==> config.mk <==
export PLATFORM = sky130hd
export DESIGN_NAME = fp32_to_int_cvt
export DESIGN_NICKNAME = d
export VERILOG_FILES = /design/src/rtl/fcvt_pkg.sv /design/src/rtl/fcvt_classify.sv /design/src/rtl/fcvt_align.sv /design/src/rtl/fcvt_round_sat.sv /design/src/rtl/fp32_to_int_cvt.sv
export SDC_FILE = /design/constraint.sdc
export NUM_CORES = 1
export LEC_CHECK = 0
export ABC_CLOCK_PERIOD_IN_PS = 800
export BUFFER_PORTS_ARGS = -buffer_cell sky130_fd_sc_hd__buf_2
export CAP_MARGIN = 30
export CORE_ASPECT_RATIO = 0.6
export CORE_UTILIZATION = 35
export DETAILED_ROUTE_END_ITERATION = 8
export PLACE_DENSITY = 0.58
export SYNTH_ARGS = -nofsm -noshare
export SYNTH_HDL_FRONTEND = slang
export SYNTH_SLANG_ARGS = --single-unit
==> constraint.sdc <==
create_clock -name clk -period 0.8 [get_ports clk]
set_clock_uncertainty 0.2 [all_clocks]
set_input_delay 0.16 -clock clk [delete_from_list [all_inputs] [get_ports clk]]
set_output_delay 0.16 -clock clk [all_outputs]
set_load 0.01 [all_outputs]
==> src/rtl/fcvt_pkg.sv <==
package fcvt_pkg;
  localparam int EXP_W  = 8;
  localparam int FRAC_W = 23;
  localparam int INT_W  = 32;
  localparam int FP_W   = 1 + EXP_W + FRAC_W;
  localparam int BIAS   = (1 << (EXP_W - 1)) - 1;
  localparam int PAD_W  = INT_W - FRAC_W - 1;
  localparam int EXP_LO  = BIAS - 1;          // below: magnitude under one half
  localparam int EXP_TOP = BIAS + INT_W - 1;  // shift of zero
  localparam int EXP_SAT = BIAS + INT_W;      // at or above: saturate
  localparam int SH_W    = $clog2(INT_W + 1);

  typedef enum logic [1:0] {
    RND_NEAR = 2'd0,
    RND_UP   = 2'd1,
    RND_DOWN = 2'd2,
    RND_ZERO = 2'd3
  } rnd_e;

  typedef enum logic [1:0] {
    RANGE_SMALL = 2'd0,
    RANGE_MID   = 2'd1,
    RANGE_BIG   = 2'd2
  } range_e;

  typedef struct packed {
    logic             sign;
    logic [EXP_W-1:0] exp;
    logic [INT_W-1:0] word;
    logic             is_nan;
    logic             is_denorm;
    logic             nonzero;
  } opnd_t;
endpackage

==> src/rtl/fcvt_classify.sv <==
module fcvt_classify
  import fcvt_pkg::*;
(
  input  logic [FP_W-1:0] f,
  input  logic            is_signed,
  output opnd_t           op
);
  logic [EXP_W-1:0]  e_fld;
  logic [FRAC_W-1:0] m_fld;
  logic              e_zero;
  logic              e_ones;
  logic              nan_w;

  always_comb begin
    e_fld = f[FP_W-2:FRAC_W];
    m_fld = f[FRAC_W-1:0];
    e_zero = (e_fld == '0);
    e_ones = &e_fld;
    nan_w  = e_ones && (m_fld != '0);
    op.is_nan    = nan_w;
    op.is_denorm = e_zero && (m_fld != '0);
    op.nonzero   = (f[FP_W-2:0] != '0);
    // unsigned conversion treats every NaN as positive
    op.sign = f[FP_W-1] & ~(nan_w & ~is_signed);
    op.exp  = e_fld;
    // hidden bit at the top of the word
    op.word = {~e_zero, m_fld, {PAD_W{1'b0}}};
  end
endmodule

==> src/rtl/fcvt_align.sv <==
module fcvt_align
  import fcvt_pkg::*;
(
  input  logic [EXP_W-1:0] exp,
  input  logic [INT_W-1:0] word,
  output range_e           range,
  output logic [INT_W-1:0] int_part,
  output logic [INT_W-1:0] rem
);
  localparam logic [EXP_W:0] SAT_E = (EXP_W + 1)'(EXP_SAT);
  localparam logic [EXP_W:0] LO_E  = (EXP_W + 1)'(EXP_LO);
  localparam logic [EXP_W:0] TOP_E = (EXP_W + 1)'(EXP_TOP);

  logic [EXP_W:0]     exp_x;
  logic [SH_W-1:0]    shift;
  logic [2*INT_W-1:0] wide;

  always_comb begin
    exp_x = {1'b0, exp};
    shift = '0;
    if (exp_x >= SAT_E) begin
      range = RANGE_BIG;
    end else if (exp_x >= LO_E) begin
      range = RANGE_MID;
      shift = SH_W'(TOP_E - exp_x);
    end else begin
      range = RANGE_SMALL;
    end
    // upper half: integer part, lower half: left-aligned discarded bits
    wide     = {word, {INT_W{1'b0}}} >> shift;
    int_part = wide[2*INT_W-1:INT_W];
    rem      = wide[INT_W-1:0];
  end
endmodule

==> src/rtl/fcvt_round_sat.sv <==
module fcvt_round_sat
  import fcvt_pkg::*;
(
  input  range_e           range,
  input  logic [INT_W-1:0] int_part,
  input  logic [INT_W-1:0] rem,
  input  logic             sign,
  input  logic             is_nan,
  input  logic             nonzero,
  input  logic             is_signed,
  input  rnd_e             mode,
  output logic [INT_W-1:0] res,
  output logic             inv,
  output logic             inx
);
  logic [INT_W-1:0] incr;
  logic [INT_W-1:0] sum;
  logic             carry;
  logic             int_full;
  logic [INT_W-1:0] bumped;
  logic [INT_W-1:0] lim;

  always_comb begin
    unique case (mode)
      RND_NEAR: incr = {1'b1, {(INT_W-1){1'b0}}} - {{(INT_W-1){1'b0}}, ~int_part[0]};
      RND_UP:   incr = sign ? '0 : '1;
      RND_DOWN: incr = sign ? '1 : '0;
      default:  incr = '0;
    endcase
    sum      = rem + incr;
    carry    = (sum < rem);
    int_full = &int_part;
    bumped   = int_part + {{(INT_W-1){1'b0}}, carry & ~int_full};
    lim      = {sign, {(INT_W-1){~sign}}};

    res = '0;
    inv = 1'b0;
    inx = 1'b0;
    if (is_signed && is_nan) begin
      inv = 1'b1;
    end else begin
      unique case (range)
        RANGE_BIG: begin
          inv = 1'b1;
          if (is_signed) res = lim;
          else           res = sign ? '0 : '1;
        end
        RANGE_MID: begin
          if (!is_signed) begin
            inv = carry & int_full;
            if (sign && (bumped != '0)) begin
              inv = 1'b1;
            end else begin
              res = bumped;
              inx = (rem != '0);
            end
          end else if (bumped > lim) begin
            res = lim;
            inv = 1'b1;
          end else begin
            res = sign ? -bumped : bumped;
            inx = (rem != '0);
          end
        end
        default: begin
          if (nonzero) begin
            inx = 1'b1;
            if (mode == RND_UP && !sign) begin
              res = {{(INT_W-1){1'b0}}, 1'b1};
            end else if (mode == RND_DOWN && sign) begin
              if (is_signed) res = '1;
              else           inv = 1'b1;
            end
          end
        end
      endcase
    end
  end
endmodule

==> src/rtl/fp32_to_int_cvt.sv <==
module fp32_to_int_cvt
  import fcvt_pkg::*;
#(
  parameter bit OUT_REG = 1'b1
) (
  input  logic        clk,
  input  logic        rst_n,
  input  logic [31:0] f,
  input  logic        is_signed,
  input  logic [1:0]  rmode,
  input  logic        trunc,
  output logic [31:0] result,
  output logic        invalid,
  output logic        inexact,
  output logic        in_denorm
);
  opnd_t            op;
  range_e           range;
  rnd_e             mode;
  logic [INT_W-1:0] int_part;
  logic [INT_W-1:0] rem;
  logic [INT_W-1:0] res_d;
  logic             inv_d;
  logic             inx_d;

  always_comb mode = trunc ? RND_ZERO : rnd_e'(rmode);

  fcvt_classify u_cls (
    .f         (f),
    .is_signed (is_signed),
    .op        (op)
  );

  fcvt_align u_aln (
    .exp      (op.exp),
    .word     (op.word),
    .range    (range),
    .int_part (int_part),
    .rem      (rem)
  );

  fcvt_round_sat u_rs (
    .range     (range),
    .int_part  (int_part),
    .rem       (rem),
    .sign      (op.sign),
    .is_nan    (op.is_nan),
    .nonzero   (op.nonzero),
    .is_signed (is_signed),
    .mode      (mode),
    .res       (res_d),
    .inv       (inv_d),
    .inx       (inx_d)
  );

  generate
    if (OUT_REG) begin : g_reg
      always_ff @(posedge clk or negedge rst_n) begin
        if (!rst_n) begin
          result    <= '0;
          invalid   <= 1'b0;
          inexact   <= 1'b0;
          in_denorm <= 1'b0;
        end else begin
          result    <= res_d;
          invalid   <= inv_d;
          inexact   <= inx_d;
          in_denorm <= op.is_denorm;
        end
      end
    end else begin : g_comb
      assign result    = res_d;
      assign invalid   = inv_d;
      assign inexact   = inx_d;
      assign in_denorm = op.is_denorm;
    end
  endgenerate
endmodule

==> results of run 1 <==
[area by class of cell]
type / instances / area [um^2] / share of cell area
Timing Repair Buffer: 746 / 5893 / 0.3521
Antenna cell: 3 / 7.507 / 0.0004486
Clock buffer: 5 / 125.1 / 0.007477
Sequential cell: 35 / 875.8 / 0.05234
Clock inverter: 3 / 20.02 / 0.001196
Multi-Input combinational cell: 1163 / 9116 / 0.5447
Inverter: 63 / 246.5 / 0.01473
Tap cell: 360 / 450.4 / 0.02692
[cell families (layout without fill, tap and decap cells)]
kind of cell / count (synthesis) / count (layout) / share of synthesized area
XOR/XNOR: 49 / 49 / 0.04522
adder cells (fa/ha/maj): 100 / 100 / 0.1326
flip-flops: 35 / 35 / 0.09229
buffers and inverters: 146 / 817 / 0.06816
other: 0 / 3 / 0
AND/OR/NAND/NOR: 460 / 460 / 0.2518
AO/OA/AOI/OAI: 516 / 516 / 0.3689
multiplexers: 38 / 38 / 0.04100
[flip-flops by register name, indices dropped and copies added, names as in the netlist]
name       flops
invalid        1
result        32
inexact        1
in_denorm      1
[through the flow]
step                area [um^2]  instances  utilization  setup slack, ns  TNS [ns]
floorplan                  9843       1344            -           -10.12   -338.37
global placement          14720       2283       0.5548           -10.32   -344.92
detailed placement        14720       2284       0.5549           -10.50   -351.83
CTS                       16050       2357       0.6049           -9.526   -332.22
global route              16730       2375       0.6304           -10.16   -354.57
finish                    16730       2378       0.6307           -9.780   -340.13
[critical path, delay by kind of cell]
kind / cells / cell delay (ns)
xor+xnor: 1 / 0.08
simple gates: 14 / 2.29
compound gates: 30 / 5.35
buf+inv: 9 / 1.22
fa+ha+maj: 6 / 1.47
[power by group through the flow]
stage / Clock [mW] / Combinational, mW / Sequential, mW
3_5_place_dp: 0 / 9.96 / 1.99
6_report: 2.01 / 12.0 / 1.97
5_1_grt: 2.09 / 12.7 / 1.98
2_1_floorplan: 0 / 4.93 / 2.08
3_3_place_gp: 0 / 9.84 / 1.99
4_1_cts: 2.01 / 10.9 / 1.96
[per-layer routing]
layer | track usage | up-vias
met2 | 0.5067 | 853
li1 | - | 6518
met4 | 0.05714 | 0
met5 | 0 | -
met3 | 0.1458 | 87
met1 | 0.5185 | 6676
[synth_stat cells (24+ instances only)]
cell	count	area (um^2)
clkbuf_1	37	138.9
nand2_1	105	394.1
a21oi_1	104	520.5
a21o_1	43	322.8
nand4_1	27	168.9
nor3_1	50	250.2
nand3_1	36	180.2
o211ai_1	26	195.2
o22ai_1	38	237.7
xnor2_1	32	280.3
mux2i_1	31	310.3
ha_1	99	1239
nor2_1	103	386.6
dfrtp_1	35	875.8
o21ai_0	95	475.5
inv_1	60	225.2
a31oi_1	24	150.1
[path summary, 6_finish.rpt]
check | end | slack, ns
min | result[0]$_DFF_PN0_ | 0.14
min in group asynchronous | result[20]$_DFF_PN0_ | 0.18
max in group asynchronous | in_denorm$_DFF_PN0_ | 0.07
max | result[12]$_DFF_PN0_ | -9.78
[timing repair]
action / CTS / global route
hold buffers: 1 / 0
cloned: 2 / 1
pin swaps: 118 / 97
setup endpoints to repair: 70 / 81
endpoints found under the hold margin: 35 / 0
resized for setup: 146 / 124
setup buffers: 62 / 21
==> summary.md, run 1 <==
| Metric | Value |
|---|---|
| Crit. Startpoint | f[23] |
| Vias in the first global route | 13310 |
| Cell variety after synth | 92 |
| Row count | 46 |
| M1 WL | 23320 um |
| Top sig layer | met4 |
| WHS Path Cells | 4 |
| Worst VDD drop | 0.0009135 V |
| I/O pin total | 73 |
| Initial antenna violation count | 1 |
| P_leak | 7.828 nW |
| Arr. time, crit path | 10.59 ns |
| Sw Share | 0.4508 |
| Crit path required time | 0.81 ns |
| Met3 wire length | 7932 um |
| Pre-Repair DR Iteration Count | 5 |
| Slowest stage delay, CP | 0.46 ns |
| Clock root buffer | clkbuf_16 |
| Logic pwr share | 0.751 |
| Synth Cell Area | 9490 um^2 |
| Synth Flop Type | dfrtp_1 |
| Via density | 5.944 |
| Synth-to-layout area growth | 76.33% |
| Drc violations | 0 |
| Final Hold Slack | 0.1401 ns |
| Wire length per cell | 21.84 um |
| Final period util | 13.23 |
| Clock power frac | 0.126 |
| Leading cell type in the layout, fill and taps excluded | buf_4 |
| CP max FO | 7 |
| Routed Wire Length | 51930 um |
| Total number of vias | 14130 |
| Largest net degree at the start of global routing | 43 |
| Crit. End Element | flip-flop |
| Power Density | 955.3 nW/um^2 |
| Die Width | 214.6 um |
| Relative slew slack | 0.3062 |
| Sequential group share of total power | 0.123 |
| CTS Buf Count | 5 |
| NetSw | 7.208 mW |
| Post-synth EDFFs | 0 |
| Synth Instances | 1344 |
| WS Path Type | in2reg |
| All-Layer GR Usage | 0.3619 |
| Hold Crit Start | trunc |
| Async set-or-reset flop fraction in the synthesized netlist | 1.000 |
| Die area | 27800 um^2 |
| Final Max Tran Viols | 0 |
| Final worst path period need | 10.58 ns |
| Clock buffer depth | 2 |
| Die height | 129.6 um |
| Min-Delay Path Class | in2reg |
| Sink Count | 35 |
| IO buf count | 72 |
| Share of layout cells above drive strength 1 | 0.4814 |
| Final worst-path setup slack | -9.780 ns |
| First-pass GRT wire length | 77870 um |
| Post-synth net total | 1482 |
| Synth Register Bits | 35 |
| Seq/Total Area, Yosys | 0.09229 |
| Internal power component | 8.780 mW |
| Initial Utilization | 0.3577 |
| CP startpoint kind | input port |
| Slew @ Worst Pin | 1.038 ns |
| Most frequent cells in the layout | buf_4 (621), nand2_1 (92), nor2_1 (89), ha_1 (86), a21oi_1 (77) |
| Placer Congestion | 1.074 |
| Crit-path most repeated cell | a21oi_2 |
| Grt ovf | 0 |
| Power consumption | 15.99 mW |
| Final ANT Viol Nets | 0 |
| RSZ-0062 raised after global routing | yes |
| Synth Warn # | 0 |
| Average cell area after synthesis | 7.061 um^2 |
| CTS tree | done |
| Core area | 26530 um^2 |
| Crit-path slowest cell | or3_4 |
| # nets final | 2152 |
| H-tree levels | 2 |
| Routed wl met2 | 19830 um |
| Clock transition at path regs | 0.07 ns |
| HPWL Detailed | 41290 um |
| Setup Viol. Count Final | 70 |
| Initial DRC Count | 1722 |
| Status | finished, violations left |
| Failing checks | setup timing |
| Final hold vios | 0 |
| FMAX | 0.09451 GHz |
| Max-cap violation count | 0 |
| Fillers | 2252 |
Power figures use the tool's default switching activity.
==> run 2: changes to the inputs <==
==> constraint.sdc (replaced) <==
create_clock -name clk -period 0.8 [get_ports clk]
set_clock_uncertainty 0.2 [all_clocks]
set_input_delay 0.16 -clock clk [delete_from_list [all_inputs] [get_ports clk]]
set_output_delay 0.16 -clock clk [all_outputs]
set_load 0.02 [all_outputs]
==> summary.md, run 2 (synthesized netlist as in run 1, its figures left out) <==
| Metric | Value |
|---|---|
| Final Max Tran Viols | 0 |
| Die height | 129.6 um |
| Initial DRC Count | 1693 |
| Final hold vios | 0 |
| Core area | 26530 um^2 |
| Fillers | 2226 |
| Initial antenna violation count | 1 |
| CTS Buf Count | 5 |
| IO buf count | 72 |
| CP startpoint kind | input port |
| Setup TNS | -341.42 ns |
| Initial Utilization | 0.3577 |
| Largest Register | result |
| CTS tree | done |
| Die Width | 214.6 um |
| First-pass GRT wire length | 77870 um |
| # nets final | 2152 |
| Relative slew slack | 0.3182 |
| Clock root buffer | clkbuf_16 |
| Setup Viol. Count Final | 70 |
| Status | finished, violations left |
| Die area | 27800 um^2 |
| RSZ-0062 raised after global routing | yes |
| Final worst path period need | 10.55 ns |
| Slowest stage delay, CP | 0.53 ns |
| Max reg flops | 32 |
| All-Layer GR Usage | 0.3619 |
| Crit-path most repeated cell | a21o_1 |
| Drc violations | 0 |
| Leading cell type in the layout, fill and taps excluded | buf_4 |
| Final worst-path setup slack | -9.745 ns |
| Largest net degree at the start of global routing | 43 |
| Arr. time, crit path | 10.55 ns |
| Failing checks | setup timing |
| Clock power frac | 0.123 |
| Final ANT Viol Nets | 0 |
| Max-cap violation count | 0 |
| Sw Share | 0.4528 |
| Share of layout cells above drive strength 1 | 0.4814 |
| Internal power component | 8.934 mW |
| NetSw | 7.393 mW |
| Final Util | 0.6374 |
| Worst VDD drop | 0.0009019 V |
| Placer Congestion | 1.074 |
| Final period util | 13.18 |
| Row count | 46 |
| Crit path required time | 0.80 ns |
| CP max FO | 16 |
| Total number of vias | 14250 |
| Power Density | 965.5 nW/um^2 |
| I/O pin total | 73 |
| Power consumption | 16.33 mW |
| Grt ovf | 0 |
| Synth-to-layout area growth | 78.19% |
| Vias in the first global route | 13310 |
| Clock buffer depth | 2 |
| Clock transition at path regs | 0.06 ns |
| Sink Count | 35 |
| Slew @ Worst Pin | 1.020 ns |
| Routed Wire Length | 52390 um |
| Sequential group share of total power | 0.123 |
| Via density | 5.999 |
| Crit-path slowest cell | or4_4 |
| HPWL Detailed | 41290 um |
| Min-Delay Path Class | in2reg |
| P_leak | 7.871 nW |
| Most frequent cells in the layout | buf_4 (621), nand2_1 (92), nor2_1 (89), ha_1 (86), a21oi_1 (77) |
| WS Path Type | in2reg |
| Wire length per cell | 22.05 um |
| Crit. End Element | flip-flop |
| FMAX | 0.09483 GHz |
| Pre-Repair DR Iteration Count | 5 |
| Logic pwr share | 0.754 |
| H-tree levels | 2 |
run 2: cell count changes in the layout (fill, tap and decap cells not counted):
| cell | before | now |
|---|---|---|
| buf_2 | 62 | 33 |
| buf_6 | 37 | 66 |
| diode_2 | 3 | 1 |
run 2: cell type report:
| class | count | area, um^2 | share of cell area |
|---|---|---|---|
| antenna | 1 | 2.502 | 0.0001480 |
| clock buffer | 5 | 125.1 | 0.007399 |
| clock inverter | 3 | 20.02 | 0.001184 |
| inverter | 63 | 246.5 | 0.01458 |
| multi-input combinational | 1163 | 9116 | 0.5391 |
| sequential | 35 | 875.8 | 0.05179 |
| tap | 360 | 450.4 | 0.02664 |
| timing repair buffer | 746 | 6075 | 0.3592 |
run 2: per-stage QoR:
stage	worst slack, ns	hold slack, ns	area, um^2	instances
after floorplan	-10.12	-0.3356	9843	1344
after global routing	-10.17	0.1349	16910	2375
final	-9.745	0.1415	16910	2376
after detailed placement	-10.50	-0.06553	14720	2284
after CTS	-9.526	0.1183	16060	2357
after global placement	-10.32	-0.06801	14720	2283
run 2: worst max-delay path, delay by kind of cell:
family	cells	cell delay, ns
AND/OR/NAND/NOR	13	1.97
XOR/XNOR	1	0.17
adder cells (fa/ha/maj)	5	1.21
buffers and inverters	10	1.35
AO/OA/AOI/OAI	30	5.64
run 2: routing by layer:
| metal | part of all wire | vias to the layer above | track usage |
|---|---|---|---|
| li1 | - | 6516 | - |
| met1 | 0.45 | 6736 | 0.5183 |
| met2 | 0.38 | 880 | 0.5067 |
| met3 | 0.15 | 119 | 0.1458 |
| met4 | 0.020 | 2 | 0.05714 |
| met5 | 0.00021 | - | 0 |
run 2: what timing repair did:
action,4_1_cts,5_1_grt
pin swaps,118,97
hold buffers,1,0
endpoints found under the hold margin,35,0
cloned,2,1
endpoints found under the setup margin,70,81
setup buffers,62,21
gates resized for setup,148,185
run 2: worst paths after layout:
check	startpoint	to	slack (ns)	cells past startpoint
worst max-delay path	f[24]	result[27]$_DFF_PN0_	-9.75	59
worst min-delay path	trunc	result[0]$_DFF_PN0_	0.14	4
max in group asynchronous	rst_n	in_denorm$_DFF_PN0_	0.07	3
min in group asynchronous	rst_n	result[20]$_DFF_PN0_	0.18	3
run 2: power groups by stage:
stage	Clock, mW	Sequential (mW)	Combinational (mW)
2_1_floorplan	0	2.20	4.93
3_3_place_gp	0	1.99	9.96
3_5_place_dp	0	1.99	10.1
4_1_cts	2.01	1.96	11.0
5_1_grt	2.11	2.01	13.0
6_report	2.01	2.00	12.3
